## src/rtl/pwm_pkg.sv

```systemverilog
package pwm_pkg;
  // Width of each programmed count
  parameter int unsigned PWM_W = 16;
  // Largest accepted period count: leaves room for period + 1 in PWM_W bits
  localparam logic [PWM_W-1:0] PER_MAX = PWM_W'((1 << PWM_W) - 2);

  typedef struct packed {
    logic [PWM_W-1:0] pre_div;
    logic [PWM_W-1:0] per_div;
    logic [PWM_W-1:0] hi_cnt;
  } pwm_cfg_t;
endpackage

```

## src/rtl/pwm_cfg_bank.sv

```systemverilog
module pwm_cfg_bank
  import pwm_pkg::*;
(
  input  logic     clk,
  input  logic     rst_n,
  input  logic     wr_en,
  input  pwm_cfg_t wr_cfg,
  input  logic     load,
  output pwm_cfg_t act_q,
  output pwm_cfg_t act_d
);
  localparam int unsigned XW = PWM_W + 1;

  pwm_cfg_t         sh_q, sh_d;
  logic [XW-1:0]    hi_lim;
  logic [PWM_W-1:0] per_w;

  // Shadow next state: clamp period, then clamp high count against it
  always_comb begin
    sh_d   = sh_q;
    per_w  = (wr_cfg.per_div > PER_MAX) ? PER_MAX : wr_cfg.per_div;
    hi_lim = {1'b0, per_w} + XW'(1);
    if (wr_en) begin
      sh_d.pre_div = wr_cfg.pre_div;
      sh_d.per_div = per_w;
      sh_d.hi_cnt  = ({1'b0, wr_cfg.hi_cnt} > hi_lim) ? hi_lim[PWM_W-1:0]
                                                     : wr_cfg.hi_cnt;
    end
  end

  // Active next state: copied only on a boundary or while idle
  always_comb begin
    act_d = load ? sh_q : act_q;
  end

  always_ff @(posedge clk or negedge rst_n) begin
    if (!rst_n) begin
      sh_q  <= '0;
      act_q <= '0;
    end else begin
      sh_q  <= sh_d;
      act_q <= act_d;
    end
  end

  assert_per_cap_R7: assert property (@(posedge clk) disable iff (!rst_n)
    act_q.per_div <= PER_MAX);

  assert_hi_cap_R6: assert property (@(posedge clk) disable iff (!rst_n)
    {1'b0, act_q.hi_cnt} <= ({1'b0, act_q.per_div} + XW'(1)));

  assert_hold_active_R8: assert property (@(posedge clk) disable iff (!rst_n)
    !load |=> $stable(act_q));
endmodule

```

## src/rtl/pwm_mod_counter.sv

```systemverilog
module pwm_mod_counter
  import pwm_pkg::*;
(
  input  logic             clk,
  input  logic             rst_n,
  input  logic             clr,
  input  logic             step,
  input  logic [PWM_W-1:0] limit,
  output logic [PWM_W-1:0] cnt_q,
  output logic [PWM_W-1:0] cnt_d,
  output logic             last
);
  logic at_lim;

  always_comb begin
    at_lim = (cnt_q == limit);
    last   = step && at_lim;
    if (clr)        cnt_d = '0;
    else if (last)  cnt_d = '0;
    else if (step)  cnt_d = cnt_q + PWM_W'(1);
    else            cnt_d = cnt_q;
  end

  always_ff @(posedge clk or negedge rst_n) begin
    if (!rst_n) cnt_q <= '0;
    else        cnt_q <= cnt_d;
  end

  assert_cnt_in_range_R2: assert property (@(posedge clk) disable iff (!rst_n)
    cnt_q <= limit);
endmodule

```

## src/rtl/pwm_duty_cmp.sv

```systemverilog
module pwm_duty_cmp
  import pwm_pkg::*;
(
  input  logic             clk,
  input  logic             rst_n,
  input  logic             en,
  input  logic [PWM_W-1:0] pos_d,
  input  logic [PWM_W-1:0] hi_d,
  output logic             pwm_q
);
  logic pwm_d;

  // Compare against the next counter position so the output lines up
  always_comb begin
    pwm_d = en && (pos_d < hi_d);
  end

  always_ff @(posedge clk or negedge rst_n) begin
    if (!rst_n) pwm_q <= 1'b0;
    else        pwm_q <= pwm_d;
  end

  assert_off_when_idle_R9: assert property (@(posedge clk) disable iff (!rst_n)
    !en |=> !pwm_q);
endmodule

```

## src/rtl/pwm_prescaled_gen.sv

```systemverilog
module pwm_prescaled_gen
  import pwm_pkg::*;
(
  input  logic             clk,
  input  logic             rst_n,
  input  logic             en,
  input  logic             cfg_we,
  input  logic [PWM_W-1:0] cfg_prescale,
  input  logic [PWM_W-1:0] cfg_period,
  input  logic [PWM_W-1:0] cfg_high,
  output logic             pwm_out
);
  localparam int unsigned SYNC_STAGES = 2;

  logic [SYNC_STAGES-1:0] rst_pipe;
  logic                   rst_li_n;
  logic                   run_q;
  logic                   run_go;
  logic                   load;
  logic                   tick;
  logic                   wrap;
  pwm_cfg_t               wr_cfg, act_q, act_d;
  logic [PWM_W-1:0]       pre_q, pre_d, per_q, per_d;

  // Reset: asserts at once, releases on the clock
  always_ff @(posedge clk or negedge rst_n) begin
    if (!rst_n) rst_pipe <= '0;
    else        rst_pipe <= {rst_pipe[SYNC_STAGES-2:0], 1'b1};
  end
  assign rst_li_n = rst_pipe[SYNC_STAGES-1];

  always_ff @(posedge clk or negedge rst_li_n) begin
    if (!rst_li_n) run_q <= 1'b0;
    else           run_q <= en;
  end

  always_comb begin
    run_go         = en && run_q;
    load           = !run_go || wrap;
    wr_cfg.pre_div = cfg_prescale;
    wr_cfg.per_div = cfg_period;
    wr_cfg.hi_cnt  = cfg_high;
  end

  pwm_cfg_bank u_cfg (
    .clk    (clk),
    .rst_n  (rst_li_n),
    .wr_en  (cfg_we),
    .wr_cfg (wr_cfg),
    .load   (load),
    .act_q  (act_q),
    .act_d  (act_d)
  );

  pwm_mod_counter u_pre (
    .clk   (clk),
    .rst_n (rst_li_n),
    .clr   (!run_go),
    .step  (run_go),
    .limit (act_q.pre_div),
    .cnt_q (pre_q),
    .cnt_d (pre_d),
    .last  (tick)
  );

  pwm_mod_counter u_per (
    .clk   (clk),
    .rst_n (rst_li_n),
    .clr   (!run_go),
    .step  (tick),
    .limit (act_q.per_div),
    .cnt_q (per_q),
    .cnt_d (per_d),
    .last  (wrap)
  );

  pwm_duty_cmp u_cmp (
    .clk   (clk),
    .rst_n (rst_li_n),
    .en    (en),
    .pos_d (per_d),
    .hi_d  (act_d.hi_cnt),
    .pwm_q (pwm_out)
  );

  assert_zero_duty_R4: assert property (@(posedge clk) disable iff (!rst_li_n)
    (run_q && act_q.hi_cnt == '0) |-> !pwm_out);

  assert_full_duty_R5: assert property (@(posedge clk) disable iff (!rst_li_n)
    (run_q && act_q.hi_cnt == act_q.per_div + PWM_W'(1)) |-> pwm_out);

  assert_idle_clear_R9: assert property (@(posedge clk) disable iff (!rst_li_n)
    !en |=> (pre_q == '0 && per_q == '0));
endmodule

```

## config.mk

```make
export PLATFORM = sky130hd
export DESIGN_NAME = pwm_prescaled_gen
export DESIGN_NICKNAME = d
export VERILOG_FILES = /design/src/rtl/pwm_pkg.sv /design/src/rtl/pwm_cfg_bank.sv /design/src/rtl/pwm_mod_counter.sv /design/src/rtl/pwm_duty_cmp.sv /design/src/rtl/pwm_prescaled_gen.sv
export SDC_FILE = /design/constraint.sdc
export NUM_CORES = 1
export LEC_CHECK = 0
export ABC_AREA = 1
export BUFFER_PORTS_ARGS = -buffer_cell sky130_fd_sc_hd__buf_4
export CAP_MARGIN = 20
export CORE_MARGIN = 10
export CORE_UTILIZATION = 25
export CTS_BUF_LIST = sky130_fd_sc_hd__clkbuf_4 sky130_fd_sc_hd__clkbuf_8
export CTS_CLUSTER_SIZE = 25
export DETAILED_ROUTE_END_ITERATION = 16
export HOLD_SLACK_MARGIN = 0.02
export PLACE_DENSITY = 0.43
export SYNTH_ARGS = -nofsm -noshare
export SYNTH_HDL_FRONTEND = slang
export SYNTH_SLANG_ARGS = --single-unit
```

## constraint.sdc

```tcl
create_clock -name clk -period 10.3 [get_ports clk]
set_input_delay 0.515 -clock clk [delete_from_list [all_inputs] [get_ports clk]]
set_output_delay 0.515 -clock clk [all_outputs]
set_load 0.005 [all_outputs]
```

# [Yosys cells after proc, flatten, opt, wreduce, memory -nomap -nowiden]
# Index checks and enable logic that the tools add are counted.
[word_totals] ff_bits=132 in_bits=52 out_inout_bits=1
[op_classes] add_sub_neg=3 magnitude_cmp=3 eq_ne=2 n_mux=8 n_reduce_logical=6
[ops] cell="$mux 16" n=8
[ops] cell="$add 16x1->16 const B" n=2
[ops] cell="$eq 16x16->1" n=2
[ops] cell="$add 16x1->17 const B" n=1
[ops] cell="$gt 16x17->1" n=1
[ops] cell="$gt 16x16->1 const B" n=1
[ops] cell="$lt 16x16->1" n=1
[ops] cell="$logic_and 1x1->1" n=4
[ops] cell="$logic_not 1->1" n=1
[ops] cell="$logic_or 1x1->1" n=1

# [Logic depth before layout (Yosys ltp)]
# Gate-level depths: netlist of run 1.
[logic_depth] ltp_word=7 ltp_mapped=22 depth_no_buf=21

# [Modules after synthesis]
# A second synthesis of run 1 with hierarchy kept.
[hier_totals] cells_unflattened=1002 area_unflattened_um2=7878.8
[modules_own_cells] mod="pwm_cfg_bank" instances=1 cells_per_inst=532 area_each_um2=4828.4
[modules_own_cells] mod="pwm_mod_counter" instances=2 cells_per_inst=198 area_each_um2=1262.5
[modules_own_cells] mod="pwm_duty_cmp" instances=1 cells_per_inst=66 area_each_um2=427.9
[modules_own_cells] mod="pwm_prescaled_gen" instances=1 cells_per_inst=8 area_each_um2=97.6

# [Worst setup path before layout of run 1]
# OpenSTA, ideal clock, no wires.
[synth_path] path_kind="input to register" startpoint="input port cfg_period[9]" endpoint="register u_cfg.sh_q[0] (netlist name)" setup_time_ns=0.118 t_arrival_ns=3.045 t_required_ns=10.182 path_slack_ns=7.137 path_stages=20 n_path_buf=1 path_cell_list="nand2_1 nor2_1 nand3_1 o21ai_2 inv_1 ha_1 nand2_1 nor2_4 nand4_1 nor2_1 xnor2_1 ha_1 nand2_1 nor4_2 nand3_1 o211ai_2 buf_2 nand3_1 nand3_1 nand2_1"
[synth_between] elab_chain_len=5
[synth_rtl] item="start: declaration" line_no="pwm_prescaled_gen.sv:9" text="input logic [PWM_W-1:0] cfg_period,"
[synth_rtl] item="$gt 16x16->1 *" line_no="pwm_cfg_bank.sv:21" text="per_w = (wr_cfg.per_div > PER_MAX) ? PER_MAX : wr_cfg.per_div;"
[synth_rtl] item="$mux 16 *" line_no="pwm_cfg_bank.sv:21"
[synth_rtl] item="net u_cfg.per_w[0]" line_no="pwm_cfg_bank.sv:16" text="logic [PWM_W-1:0] per_w;"
[synth_rtl] item="$add 16x1->17 *" line_no="pwm_cfg_bank.sv:22" text="hi_lim = {1'b0, per_w} + XW'(1);"
[synth_rtl] item="$gt 16x17->1" line_no="pwm_cfg_bank.sv:26" text="sh_d.hi_cnt = ({1'b0, wr_cfg.hi_cnt} > hi_lim) ? hi_lim[PWM_W-1:0]"
[synth_rtl] item="$mux 16 *" line_no="pwm_cfg_bank.sv:26"
[synth_rtl] item="end signal: assignment" line_no="pwm_cfg_bank.sv:38" text="sh_q <= '0;"
[synth_rtl] item="end signal: assignment" line_no="pwm_cfg_bank.sv:41" text="sh_q <= sh_d;"
[synth_rtl] item="end: declaration" line_no="pwm_cfg_bank.sv:14" text="pwm_cfg_t sh_q, sh_d;"
# The timed path passes the listed nets; every way through them passes the cells marked *.
# A chain may end at the register's enable or synchronous reset.

# [Final worst setup path of run 1]
[layout_path] startpoint="input port cfg_period[8]" endpoint="register u_cfg.sh_q[6] (netlist name)"
# Same word-level chain as after synthesis.

==> results of run 1 <==
[area by class of cell]
cell class | count | area [µm²]
clock buffer | 20 | 269.0
clock inverter | 12 | 165.2
sequential | 132 | 3307
multi-input combinational | 649 | 3319
tap | 384 | 480.5
inverter | 156 | 585.6
fill | 3223 | 20290
timing repair buffer | 58 | 437.9
[cells in the final DEF (no fill, tap or decap), types with 14 or more instances in the layout]
cell        n
a21oi_1    37
nand2_1   278
dfrtp_1   131
or2_2      14
clkbuf_8   19
o21ai_1    36
ha_1       34
xor2_1     16
nand3_1    34
inv_1     126
inv_2      29
nor2_1     58
buf_4      57
o21ai_0    74
nor3_1     15
[logic make-up (layout without fill, tap and decap cells)]
kind of cell,Yosys count,count (layout),share of synthesized area
AOI/OAI and AO/OA,159,159,0.1140
xor gates and xnor gates,21,21,0.02509
adders and majority gates,34,34,0.05803
buffers and inverters,185,246,0.09660
DFF,132,132,0.4506
other,1,1,0.0005115
and+or+nand+nor,434,434,0.2552
[metrics by stage]
| stage | util | power (mW) | setup slack [ns] | instances | instance area, µm² |
|---|---|---|---|---|---|
| finish | 0.2968 | 1.281 | 6.709 | 1411 | 8564 |
| global route | 0.2968 | 1.370 | 6.399 | 1411 | 8564 |
| CTS | 0.2968 | 1.306 | 6.752 | 1411 | 8564 |
| detailed placement | 0.2814 | 0.8126 | 6.278 | 1378 | 8120 |
| global placement | 0.2814 | 0.8101 | 6.376 | 1378 | 8120 |
| floorplan | - | 0.7385 | 6.350 | 966 | 7331 |
[power by group through the flow]
stage	combinational [mW]	clock, mW	sequential [mW]
finish	0.194	0.483	0.604
global route	0.231	0.528	0.611
CTS	0.199	0.503	0.604
detailed placement	0.198	0	0.615
global placement	0.196	0	0.614
floorplan	0.137	0	0.602
[routing by layer]
metal	vias up	track usage
met5	-	0
met4	0	0.03425
met3	15	0.02187
met2	81	0.1647
met1	2641	0.1551
li1	3144	-
[worst reg2reg max path, cell delays in order, from the launching register on]
cell and delay (ns):
dfrtp_1 0.44, inv_2 0.10, nand2_1 0.05, nand2_1 0.08
nor2_1 0.05, nand2_1 0.07, nor2_2 0.06, nand2_2 0.08
nand2_4 0.14, nand2_2 0.12, buf_4 0.71, o21ai_0 0.21
a21oi_1 0.34, ha_1 0.32, nand2_1 0.09, nor2_1 0.05
a211oi_1 0.17, nand2_1 0.10, a21oi_2 0.14
[worst min path at each step]
stage / cells past startpoint / endpoint / start / slack (ns)
after floorplan: 0 / rst_pipe[0] / rst_n / 0.22
after global placement: 1 / rst_pipe[0] / rst_n / 0.30
after detailed placement: 1 / rst_pipe[1] / rst_n / 0.30
after CTS: 1 / run_q / en / 0.19
after global routing: 1 / run_q / en / 0.19
final: 1 / run_q / en / 0.22
[sequential cells by signal, indices dropped and copies added, names as in the netlist]
signal       flops
rst_pipe         2
u_cmp.pwm_q      1
u_cfg.sh_q      48
run_q            1
u_per.cnt_q     16
u_cfg.act_q     48
u_pre.cnt_q     16
==> summary.md, run 1 <==
| Metric | Value |
|---|---|
| Fmax | 278.5 MHz |
| Initial Util | 0.2540 |
| Seq pwr share | 0.471 |
| IO buf count | 52 |
| Critical path's largest stage delay | 0.44 ns |
| Hold WC Path Type | in -> reg |
| Syn_area_per_cell | 7.589 µm² |
| GRT Total Usage | 0.1099 |
| Cell Pwr Density | 149.5 nW/µm² |
| Worst setup SP type | primary input |
| Main area contributors after synthesis | dfrtp_1 45%, nand2_1 14%, inv_1 6.5% |
| CTS clk-pin slew, worst paths | 0.07 ns |
| Drt wl/cell | 13.57 µm |
| Synth top area share | 0.4506 |
| Slowest CP cell | o211ai_2 |
| Clock sink count | 132 |
| Die area | 36,570 µm² |
| Switching part of the total | 0.2956 |
| Stages on worst setup path | 21 |
| Die H | 191.2 µm |
| Clk_lat worst skew | 0.45 ns |
| Asr flop ratio synth | 1.000 |
| Most frequent cells after synthesis | 278 x nand2_1, 132 x dfrtp_1, 126 x inv_1 |
| Worst setup path start | cfg_period[8] |
| Number of synthesized flops with an enable pin | 0 |
| Initial antenna violation count | 0 |
| Max-cap violation count | 0 |
| Worst reg2reg setup slack | 6.90 ns |
| Yosys warns | 0 |
| Crit path cell chain | buf_4 -> nand2_1 -> nor2_1 -> nand3_1 -> o21ai_2 -> inv_1 -> ha_1 -> nand2_1 -> nor2_4 -> nand4_1 -> nor2_1 -> xnor2_1 -> ha_1 -> nand2_1 -> nor4_2 -> nand3_1 -> o211ai_2 -> buf_4 -> nand3_1 -> nand2_1 -> o21ai_1 |
| Library cells used by synthesis | 38 |
| P&R area growth vs syn | 16.83% |
| Worst Skew | 0.02184 ns |
| Number of antenna diodes | 0 |
| Count leader, synth | nand2_1 |
| H-tree depth | 4 |
| Row cnt | 62 |
| Vias per Instance | 4.168 |
| Crit path time final | 3.591 ns |
| Final #Nets | 1,100 |
| Post-DP HPWL | 14,160 µm |
| Clock root buffer | clkbuf_8 |
| Routed Wire Length | 19,150 µm |
| Largest net degree at the start of global routing | 93 |
| CP delay by family, top | simple AND/OR/NAND/NOR gates |
| DR iter-0 viols | 300 |
| Vias in the first global route | 5,965 |
| Slew headroom | 0.3962 |
| Comb power frac | 0.152 |
| Mapped Nets | 1,052 |
| CTS tree | yes |
| Met1 WL | 9840 µm |
| Post-CTS sizing | 0 |
| Worst slew pin tran | 0.9057 ns |
| Number of I/O pins | 53 |
| Highest Signal Layer | met4 |
| Fin crit share | 0.3486 |
| Cell taking the most area after synthesis | dfrtp_1 |
| Gpl congestion | 0.8178 |
| First-pass GRT wire length | 31,900 µm |
| Crit path kind | in -> reg |
| CTS Hold Bufs | 1 |
| Post-synthesis sequential area ratio | 0.4506 |
| Remaining routing DRC violations | 0 |
| Worst Path Required | 10.62 ns |
| CP Buf/Inv Count | 3 |
| Met2 wire length | 8423 µm |
| Seq cells post-synth | 132 |
| Worst-path fanout max | 21 |
| P_sw | 0.3786 mW |
| Critical path data arrival time | 3.91 ns |
| Die width | 191.2 µm |
| Post-route antenna net violation count | 0 |
| Peak supply drop | 63.94 µV |
| RSZ-0062 raised after global routing | false |
| Hold slack | 0.2196 ns |
| Reg2reg end | u_cmp.pwm_q |
| Total CTS buffers | 17 |
| Register-to-Register Path Depth | 18 |
| Most used cell, CP | nand2_1 |
| Mapped Cells | 966 |
| Post-CTS Setup Bufs | 0 |
| Part of the power in the clock network | 0.377 |
| Status | complete, no violations |
| Setup_tns | 0 ns |
| Drt pass-1 iters | 4 |
| Synthesized area | 7331 µm² |
| Pint | 0.9021 mW |
| Leak Pwr | 4.259 nW |
| Ys flop type | dfrtp_1 |
| Reg-to-Reg Start | u_pre.cnt_q[2] |
| Setup crit end kind | flip-flop |
| Final Setup Violations | 0 |
| Max Slew Vio Count | 0 |
| Clock buffer depth | 2 |
| Layout cells sized above 1 | 0.1529 |
| Total number of vias | 5,881 |
| Critical Path Sink | u_cfg.sh_q[6] |
| Core ar. | 28,860 µm² |
| WL met3 | 658 µm |
| Gr ovfl total | 0 |
| Final Hold Viols | 0 |
(Power assumes the default switching activity.)
==> run 2, diff against run 1 <==
clock period = 3.35 ns   (was 10.3 ns; I/O delays follow)
==> run 2 against run 1 <==
Effect of this change:
- register-to-register slack got worse by 6.5 ns
- setup slack worse by 6.5 ns
- clock-buffer cell count decreased by 2
- non-clock buffer count rose by 57
- cell count is 4.0% higher
- sequential share of layout area fell by 2.8 points
- critical path type unchanged
==> summary.md, run 2 (synthesis results as in run 1) <==
| Metric | Value |
|---|---|
| Status | complete, no violations |
| GRT met1 Usage | 0.1574 |
| Crit path cell chain | dlygate4sd3_1 -> buf_6 -> nand4_1 -> o21ai_2 -> inv_2 -> ha_4 -> nand2_2 -> nor2_4 -> nand4_1 -> xor2_2 -> ha_1 -> nand2_2 -> nor4_4 -> nand3_2 -> o211ai_4 -> buf_6 -> nand3_1 -> nand3_1 -> nand2_1 |
| Final Non-Filler Cells | 1,468 |
| Gr busiest metal | met2 |
| Drt wl/cell | 13.55 µm |
| Critical path's largest stage delay | 0.55 ns |
| Leak Pwr | 4.597 nW |
| Worst Path Required | 3.68 ns |
| Number of I/O pins | 53 |
| Pre-CTS setup slack | 0.06833 ns |
| RSZ-0062 raised after global routing | false |
| Die H | 191.2 µm |
| Max Slew Vio Count | 0 |
| Reg2reg end | u_cmp.pwm_q |
| Worst Skew | 0.01439 ns |
| Reg-to-Reg Start | u_pre.cnt_q[6] |
| Core ar. | 28,860 µm² |
| Met2 usage | 0.1770 |
| Drt pass-1 iters | 4 |
| Clock sink count | 132 |
| Gpl congestion | 0.8415 |
| CP delay by family, top | simple AND/OR/NAND/NOR gates |
| Hold Path Depth | 5 |
| CTS clk-pin slew, worst paths | 0.07 ns |
| Row cnt | 62 |
| Hold WC Path Type | in -> reg |
| IO buf count | 52 |
| Worst hold endpoint | u_cfg.sh_q[0] |
| Initial antenna violation count | 0 |
| Clock root buffer | clkbuf_8 |
| Clock buffer depth | 2 |
| Crit path kind | in -> reg |
| Max-cap violation count | 0 |
| Final Setup Violations | 0 |
| DR iter-0 viols | 318 |
| First-pass GRT wire length | 33,350 µm |
| Most common cell after layout, fill and taps aside | nand2_1 |
| P&R area growth vs syn | 25.98% |
| Initial Util | 0.2540 |
| GRT Total Usage | 0.1145 |
| Utilization after layout | 0.3200 |
| Largest registers | u_cfg.act_q: 48 flops, u_cfg.sh_q: 48 flops |
| Total CTS buffers | 17 |
| Die area | 36,570 µm² |
| Commonest cells after routing, fill and taps aside | 268 x nand2_1, 131 x dfrtp_1, 125 x inv_1, 74 x o21ai_0, 57 x buf_4 |
| Vias per Instance | 4.229 |
| Final Power | 3.891 mW |
| Slew headroom | 0.6023 |
| Remaining routing DRC violations | 0 |
| Vias in the first global route | 6,313 |
| Met3 Track Usage GR | 0.02241 |
| Worst setup SP type | primary input |
| Fmax | 316.6 MHz |
| Peak supply drop | 198.8 µV |
| H-tree depth | 4 |
| Clk_lat worst skew | 0.45 ns |
| Fill cells | 3,150 |
| Hold Path Origin | cfg_high[0] |
| Number of antenna diodes | 0 |
| Layout cells sized above 1 | 0.1716 |
| Final Hold Viols | 0 |
| Fin crit share | 0.9428 |
| Register-to-Register Path Depth | 18 |
| Largest net degree at the start of global routing | 105 |
| Crit path time final | 3.158 ns |
| CTS tree | yes |
| Worst-path fanout max | 8 |
| Setup_tns | 0 ns |
| Slowest CP cell | dlygate4sd3_1 |
| Worst slew pin tran | 0.5966 ns |
| Total number of vias | 6,208 |
| Worst reg2reg setup slack | 0.43 ns |
| Placed cell count | 1,387 |
| Post-DP HPWL | 14,720 µm |
| Post-route antenna net violation count | 0 |
| CP Buf/Inv Count | 4 |
| Die width | 191.2 µm |
| Gr ovfl total | 0 |
| Final #Nets | 1,157 |
| Critical path data arrival time | 3.49 ns |
| Cell Pwr Density | 421.4 nW/µm² |
| Setup crit end kind | flip-flop |
| Setup WS post-layout | 0.1915 ns |
| Routed Wire Length | 19,900 µm |
==> run 2: worst max-delay path by stage <==
stage	slack, ns	from	cells after the start	to
finish	0.19	cfg_period[2]	19	u_cfg.sh_q[0]
global route	0.04	u_pre.cnt_q[7]	19	u_cmp.pwm_q
CTS	0.01	cfg_period[12]	22	u_cfg.sh_q[5]
detailed placement	0.07	cfg_period[5]	21	u_cfg.sh_q[5]
global placement	0.14	cfg_period[9]	22	u_cfg.sh_q[10]
floorplan	0.53	cfg_period[9]	20	u_cfg.sh_q[0]
==> run 2: layout make-up <==
| cell class | instances | area (µm²) | area share |
|---|---|---|---|
| tap | 384 | 480.5 | 0.05203 |
| clock buffer | 18 | 241.5 | 0.02615 |
| multi-input combinational | 649 | 3431 | 0.3715 |
| inverter | 156 | 585.6 | 0.06341 |
| timing repair buffer | 115 | 1050 | 0.1137 |
| clock inverter | 14 | 140.1 | 0.01517 |
| sequential | 132 | 3307 | 0.3581 |
==> run 2: worst register-to-register path, delay by kind of cell, from the launching register on <==
kind / cells / cell delay (ns)
AO/OA/AOI/OAI: 4 / 0.81
buffers and inverters: 3 / 0.31
AND/OR/NAND/NOR: 10 / 1.00
adder cells (fa/ha/maj): 1 / 0.29
flip-flops: 1 / 0.42
==> run 2: metrics by stage <==
stage	cell area [µm²]	hold WS, ns
6_report	9235	0.1076
5_1_grt	9235	0.1089
4_1_cts	9072	0.08610
3_5_place_dp	8200	-0.04703
3_3_place_gp	8200	-0.04941
2_1_floorplan	7332	-0.1281
==> run 2: repair_timing <==
item,4_1_cts,5_1_grt
setup endpoints to repair,0,16
resized for setup,0,46
buffers inserted,0,8
endpoints found under the hold margin,49,0
hold buffers,49,0
==> run 2: power breakdown <==
| group | switching (mW) | internal (mW) |
|---|---|---|
| sequential | 0.103 | 1.74 |
| combinational | 0.407 | 0.298 |
| clock | 0.724 | 0.616 |
==> run 2: layer usage <==
metal / share of wire / vias to the layer above / wire length [µm]
met5: 0 / - / 0
met4: 0.013 / 0 / 255
met3: 0.030 / 17 / 594
met2: 0.44 / 89 / 8816
met1: 0.51 / 2833 / 10230
li1: - / 3269 / -
